## src/rtl/hotplug_gpe.sv

```systemverilog
module hotplug_gpe #(
  parameter int SLOTS       = 32,
  parameter int CPUS        = 8,
  parameter int PCI_STS_BIT = 1,
  parameter int CPU_STS_BIT = 2
) (
  input  logic                     clk,
  input  logic                     rst_n,
  input  logic                     wr_en,
  input  logic [2:0]               addr,
  input  logic [31:0]              wr_data,
  output logic [31:0]              rd_data,
  input  logic                     pci_evt_valid,
  input  logic [$clog2(SLOTS)-1:0] pci_evt_slot,
  input  logic                     pci_evt_add,
  input  logic                     cpu_evt_valid,
  input  logic [$clog2(CPUS)-1:0]  cpu_evt_idx,
  input  logic                     cpu_evt_add,
  output logic                     irq,
  output logic                     eject_valid,
  output logic [$clog2(SLOTS)-1:0] eject_slot
);
  localparam int SLOT_W = $clog2(SLOTS);

  logic [15:0]       gpe_sts, gpe_en;
  logic [SLOTS-1:0]  slot_up, slot_dn;
  logic [CPUS-1:0]   cpu_dn;
  logic [SLOT_W-1:0] ej_idx;
  logic              ej_hit;

  assign ej_hit = wr_en && addr == 3'd7 && |wr_data[SLOTS-1:0];
  assign irq    = |(gpe_sts & gpe_en);

  always_comb begin
    ej_idx = '0;
    for (int i = SLOTS - 1; i >= 0; i--)
      if (wr_data[i]) ej_idx = SLOT_W'(i);
  end

  always_comb begin
    case (addr)
      3'd0:    rd_data = {24'h0, gpe_sts[7:0]};
      3'd1:    rd_data = {24'h0, gpe_sts[15:8]};
      3'd2:    rd_data = {24'h0, gpe_en[7:0]};
      3'd3:    rd_data = {24'h0, gpe_en[15:8]};
      3'd4:    rd_data = 32'(slot_up);
      3'd5:    rd_data = 32'(slot_dn);
      3'd6:    rd_data = 32'(cpu_dn);
      default: rd_data = '0;
    endcase
  end

  always_ff @(posedge clk) begin
    if (!rst_n) begin
      gpe_sts     <= '0;
      gpe_en      <= '0;
      slot_up     <= '0;
      slot_dn     <= '0;
      cpu_dn      <= '0;
      eject_valid <= 1'b0;
      eject_slot  <= '0;
    end else begin
      eject_valid <= ej_hit;
      if (ej_hit) eject_slot <= ej_idx;
      if (wr_en) begin
        case (addr)
          3'd0: gpe_sts[7:0]  <= wr_data[7:0];
          3'd1: gpe_sts[15:8] <= wr_data[7:0];
          3'd2: gpe_en[7:0]   <= wr_data[7:0];
          3'd3: gpe_en[15:8]  <= wr_data[7:0];
          default: ;
        endcase
      end
      if (pci_evt_valid) begin
        slot_up <= '0;
        slot_dn <= '0;
        if (pci_evt_add) slot_up[pci_evt_slot] <= 1'b1;
        else             slot_dn[pci_evt_slot] <= 1'b1;
        gpe_sts[PCI_STS_BIT] <= 1'b1;
      end
      if (cpu_evt_valid) begin
        cpu_dn[cpu_evt_idx]  <= !cpu_evt_add;
        gpe_sts[CPU_STS_BIT] <= 1'b1;
      end
    end
  end

  AST_EJECT_ZERO_SILENT: assert property (@(posedge clk) disable iff (!rst_n)
    (wr_en && addr == 3'd7 && wr_data == 32'h0) |=> !eject_valid);
  AST_EJECT_FROM_WRITE: assert property (@(posedge clk) disable iff (!rst_n)
    eject_valid |-> $past(wr_en && addr == 3'd7 && wr_data != 32'h0));
  AST_PCI_SINGLE_BIT: assert property (@(posedge clk) disable iff (!rst_n)
    pci_evt_valid |=> $countones({slot_up, slot_dn}) == 1);
  AST_PCI_STATUS_SET: assert property (@(posedge clk) disable iff (!rst_n)
    pci_evt_valid |=> gpe_sts[PCI_STS_BIT]);
  AST_CPU_STATUS_SET: assert property (@(posedge clk) disable iff (!rst_n)
    cpu_evt_valid |=> gpe_sts[CPU_STS_BIT]);
  AST_CPU_REMOVED: assert property (@(posedge clk) disable iff (!rst_n)
    (cpu_evt_valid && !cpu_evt_add) |=> cpu_dn[$past(cpu_evt_idx)]);
endmodule

```

## config.mk

```make
export PLATFORM = sky130hd
export DESIGN_NAME = hotplug_gpe
export DESIGN_NICKNAME = d
export VERILOG_FILES = /design/src/rtl/hotplug_gpe.sv
export SDC_FILE = /design/constraint.sdc
export NUM_CORES = 1
export LEC_CHECK = 0
export BUFFER_PORTS_ARGS = -buffer_cell sky130_fd_sc_hd__buf_2
export CAP_MARGIN = 20
export CORE_MARGIN = 2
export CORE_UTILIZATION = 53
export CTS_BUF_LIST = sky130_fd_sc_hd__clkbuf_2 sky130_fd_sc_hd__clkbuf_4 sky130_fd_sc_hd__clkbuf_8
export CTS_CLUSTER_SIZE = 20
export DETAILED_ROUTE_END_ITERATION = 6
export PLACE_DENSITY = 0.81
export SYNTH_ARGS = -nofsm -noshare
export SYNTH_HDL_FRONTEND = slang
export SYNTH_SLANG_ARGS = --single-unit
```

## constraint.sdc

```tcl
create_clock -name clk -period 1.46 [get_ports clk]
set_input_delay 0.073 -clock clk [delete_from_list [all_inputs] [get_ports clk]]
set_output_delay 0.073 -clock clk [all_outputs]
set_load 0.02 [all_outputs]
```

==> metrics <==
status finished with violations; failing checks setup timing; Total Power 6060 uW; max-slew violations 0; overall routing resource usage 27.6%; fin worst setup slack -259 ps; Mapped Area 0.00559 sq mm; crit path time final 1720 ps; TritonCTS buffer count 9; crit path DAT 1650 ps; Worst Max-Slew Pin Slew 518 ps; Clk Latency, worst-skew pair 370 ps; Worst Setup Start Kind flop; Post-synth EDFFs 0; Seq/Total Area, Yosys 39.4%; Seq cells post-synth 110; Top Ports 89; CP delay by family, top compound AO/OA/AOI/OAI gates; Die X-Extent 107 microns; Hold Path Class input pin to flop; Die Y 107 microns; post-synthesis compound-gate area fraction 24.1%; Worst path slowest cell dfxtp_1; drt pass-1 iters 6; Final Cell Area 0.00689 sq mm; gr ovfl total 0; row count 37; Final Hold Viols 0; Initial Util 54.3%; most used cells in the layout excluding fill and tap cells 94 x dfxtp_1, 80 x buf_2, 71 x buf_4; Remaining DRCs 0; die area 0.0114 sq mm; Max FO, Critical Path 3; clk sinks 110; port buffer count 88; layout cells sized above 1 27.8%; fin crit share 118%; syn_area_per_cell 8.37 sq um; Total Wirelength 15.5 mm; vias per std cell 5.77; CP endpoint kind output pin; worst vdd ir 460 uV; Placer Congestion 1.00; dominant synthesized flop cell dfxtp_1; skew final 0 ps; H-tree lvl count 3; number of DRC markers in iteration 0 407; Critical Path RT 1390 ps; Area after DPL 0.00647 sq mm; Leakage 0.00278 uW; Root Driver clkbuf_8; Layout area overhead 23.3%; post-synthesis net count 717; Net count, final 836; buffer and inverter count on the worst path 1; Yosys warnings 0; CTS tree done; first-pass GRT wire length 25.1 mm; Storage cell area 0.00222 sq mm; max_cap viols 0; mux cell area share after synthesis 5.15%; vias in the first global route 5256; most common cell after layout, fill and taps aside dfxtp_1; Syn Inst Count 667; DP HPWL 11.0 mm; main combinational cell family by area after synthesis compound AO/OA/AOI/OAI gates; worst hold slack 71.8 ps; antenna cell count 0; WL per Instance 16.7 microns; number of fill cells in the layout 864; post-route ant nets 0; post-layout util 67.0%; CP cell instances a22o_1 -> a222oi_1 -> o21ai_1 -> buf_2; Synth Area in Adders 0%; cell area power density 879 mW/mm^2; Synth Area in Simple Gates 22.7%; setup TNS -1920 ps; Synth Area in XOR/XNOR 0%; Netlist cell types 55; Reg clk slew, reported paths 100 ps; fmax 0.582 GHz; DR vias 5346; antenna violations before repair 0; max incr delay on CP 360 ps; final setup vio count 11; headroom to the max-slew limit 65.0%; largest net degree at the start of global routing 110; RSZ-0062 raised after global routing true; Core Area 0.0103 sq mm; type of the worst setup path flop to output pin; Multi-input gate area 0.00297 sq mm; Post-synth ARST share 0%; Clock Path Buffers 2
## kinds of logic (layout without fill, tap and decap cells)
group                  after synthesis  count (layout)
DFF                                110             110
and+or+nand+nor                    231             231
buffers and inverters              119             243
muxes                               25              25
AOI/OAI and AO/OA                  182             182
## cell type report
type	instances	area share [%]
Clock buffer	9	1.80
Multi-Input combinational cell	438	43.1
Timing Repair Buffer	158	14.8
Tap cell	136	2.47
Sequential cell	110	32.3
Inverter	69	3.76
Clock inverter	7	1.83
## synthesized netlist by cell type (all sizes together) (6+ instances only)
| master | n | share of area, % |
|---|---|---|
| mux2i | 13 | 2.3 |
| o211a | 8 | 1.4 |
| nor2b | 16 | 1.8 |
| inv | 69 | 4.6 |
| nand3 | 6 | 0.54 |
| a22o | 31 | 4.9 |
| a21boi | 22 | 3.0 |
| nor4 | 11 | 2.2 |
| o21ai | 12 | 1.1 |
| nand2b | 6 | 0.67 |
| nor3 | 7 | 0.72 |
| a21oi | 7 | 0.63 |
| o22ai | 64 | 7.2 |
| buf | 22 | 2.1 |
| clkbuf | 28 | 1.9 |
| nand2 | 69 | 4.6 |
| dfxtp | 110 | 39 |
| mux2 | 10 | 2.0 |
| nor2 | 30 | 2.0 |
| and2 | 66 | 7.4 |
## where the power goes
group	total [uW]	switching, uW	internal (uW)
clock network	2250	1080	1170
registers	3080	36.5	3040
logic	727	420	306
total	6060	1540	4520
## worst reg2reg max path: cells and delay by family (launching register included)
family / cells / cell delay, ps
compound gates: 1 / 160
mux: 1 / 300
flops: 1 / 360
## per-stage QoR
step,cells,setup slack (ps)
after floorplan,667,62.6
after global placement,906,-124
after detailed placement,906,-136
after CTS,927,-245
after global routing,927,-302
final,927,-259
## sequential cells by signal (all words and copies together) (netlist names)
signal,cells
eject_valid,1
cpu_dn,8
eject_slot,5
gpe_sts,16
slot_dn,32
gpe_en,16
slot_up,32
## routing by layer
layer	track usage [%]	share of wire [%]	routed length (microns)	vias up
li1	-	-	-	2568
met1	34.9	43	6640	2533
met2	46.4	49	7520	205
met3	4.26	5.9	907	40
met4	12.2	2.6	405	0
met5	0	0	0	-
## worst paths after layout
check	from	end	slack [ps]	depth (start not counted)
max	gpe_en[8]	rd_data[0]	-260	4
min	cpu_evt_add	cpu_dn[3]	70	3
max reg2reg	gpe_sts[2]	gpe_sts[2]	550	2
min reg2reg	gpe_sts[15]	gpe_sts[15]	480	2
## repair_timing
| item | CTS | global route |
|---|---|---|
| pin swaps | 5 | 7 |
| endpoints found under the setup margin | 10 | 30 |
| gates resized for setup | 35 | 10 |
| endpoints found under the hold margin | 2 | 0 |
| setup buffers | 3 | 0 |
| hold buffers | 2 | 0 |
(Power assumes the default switching activity.)
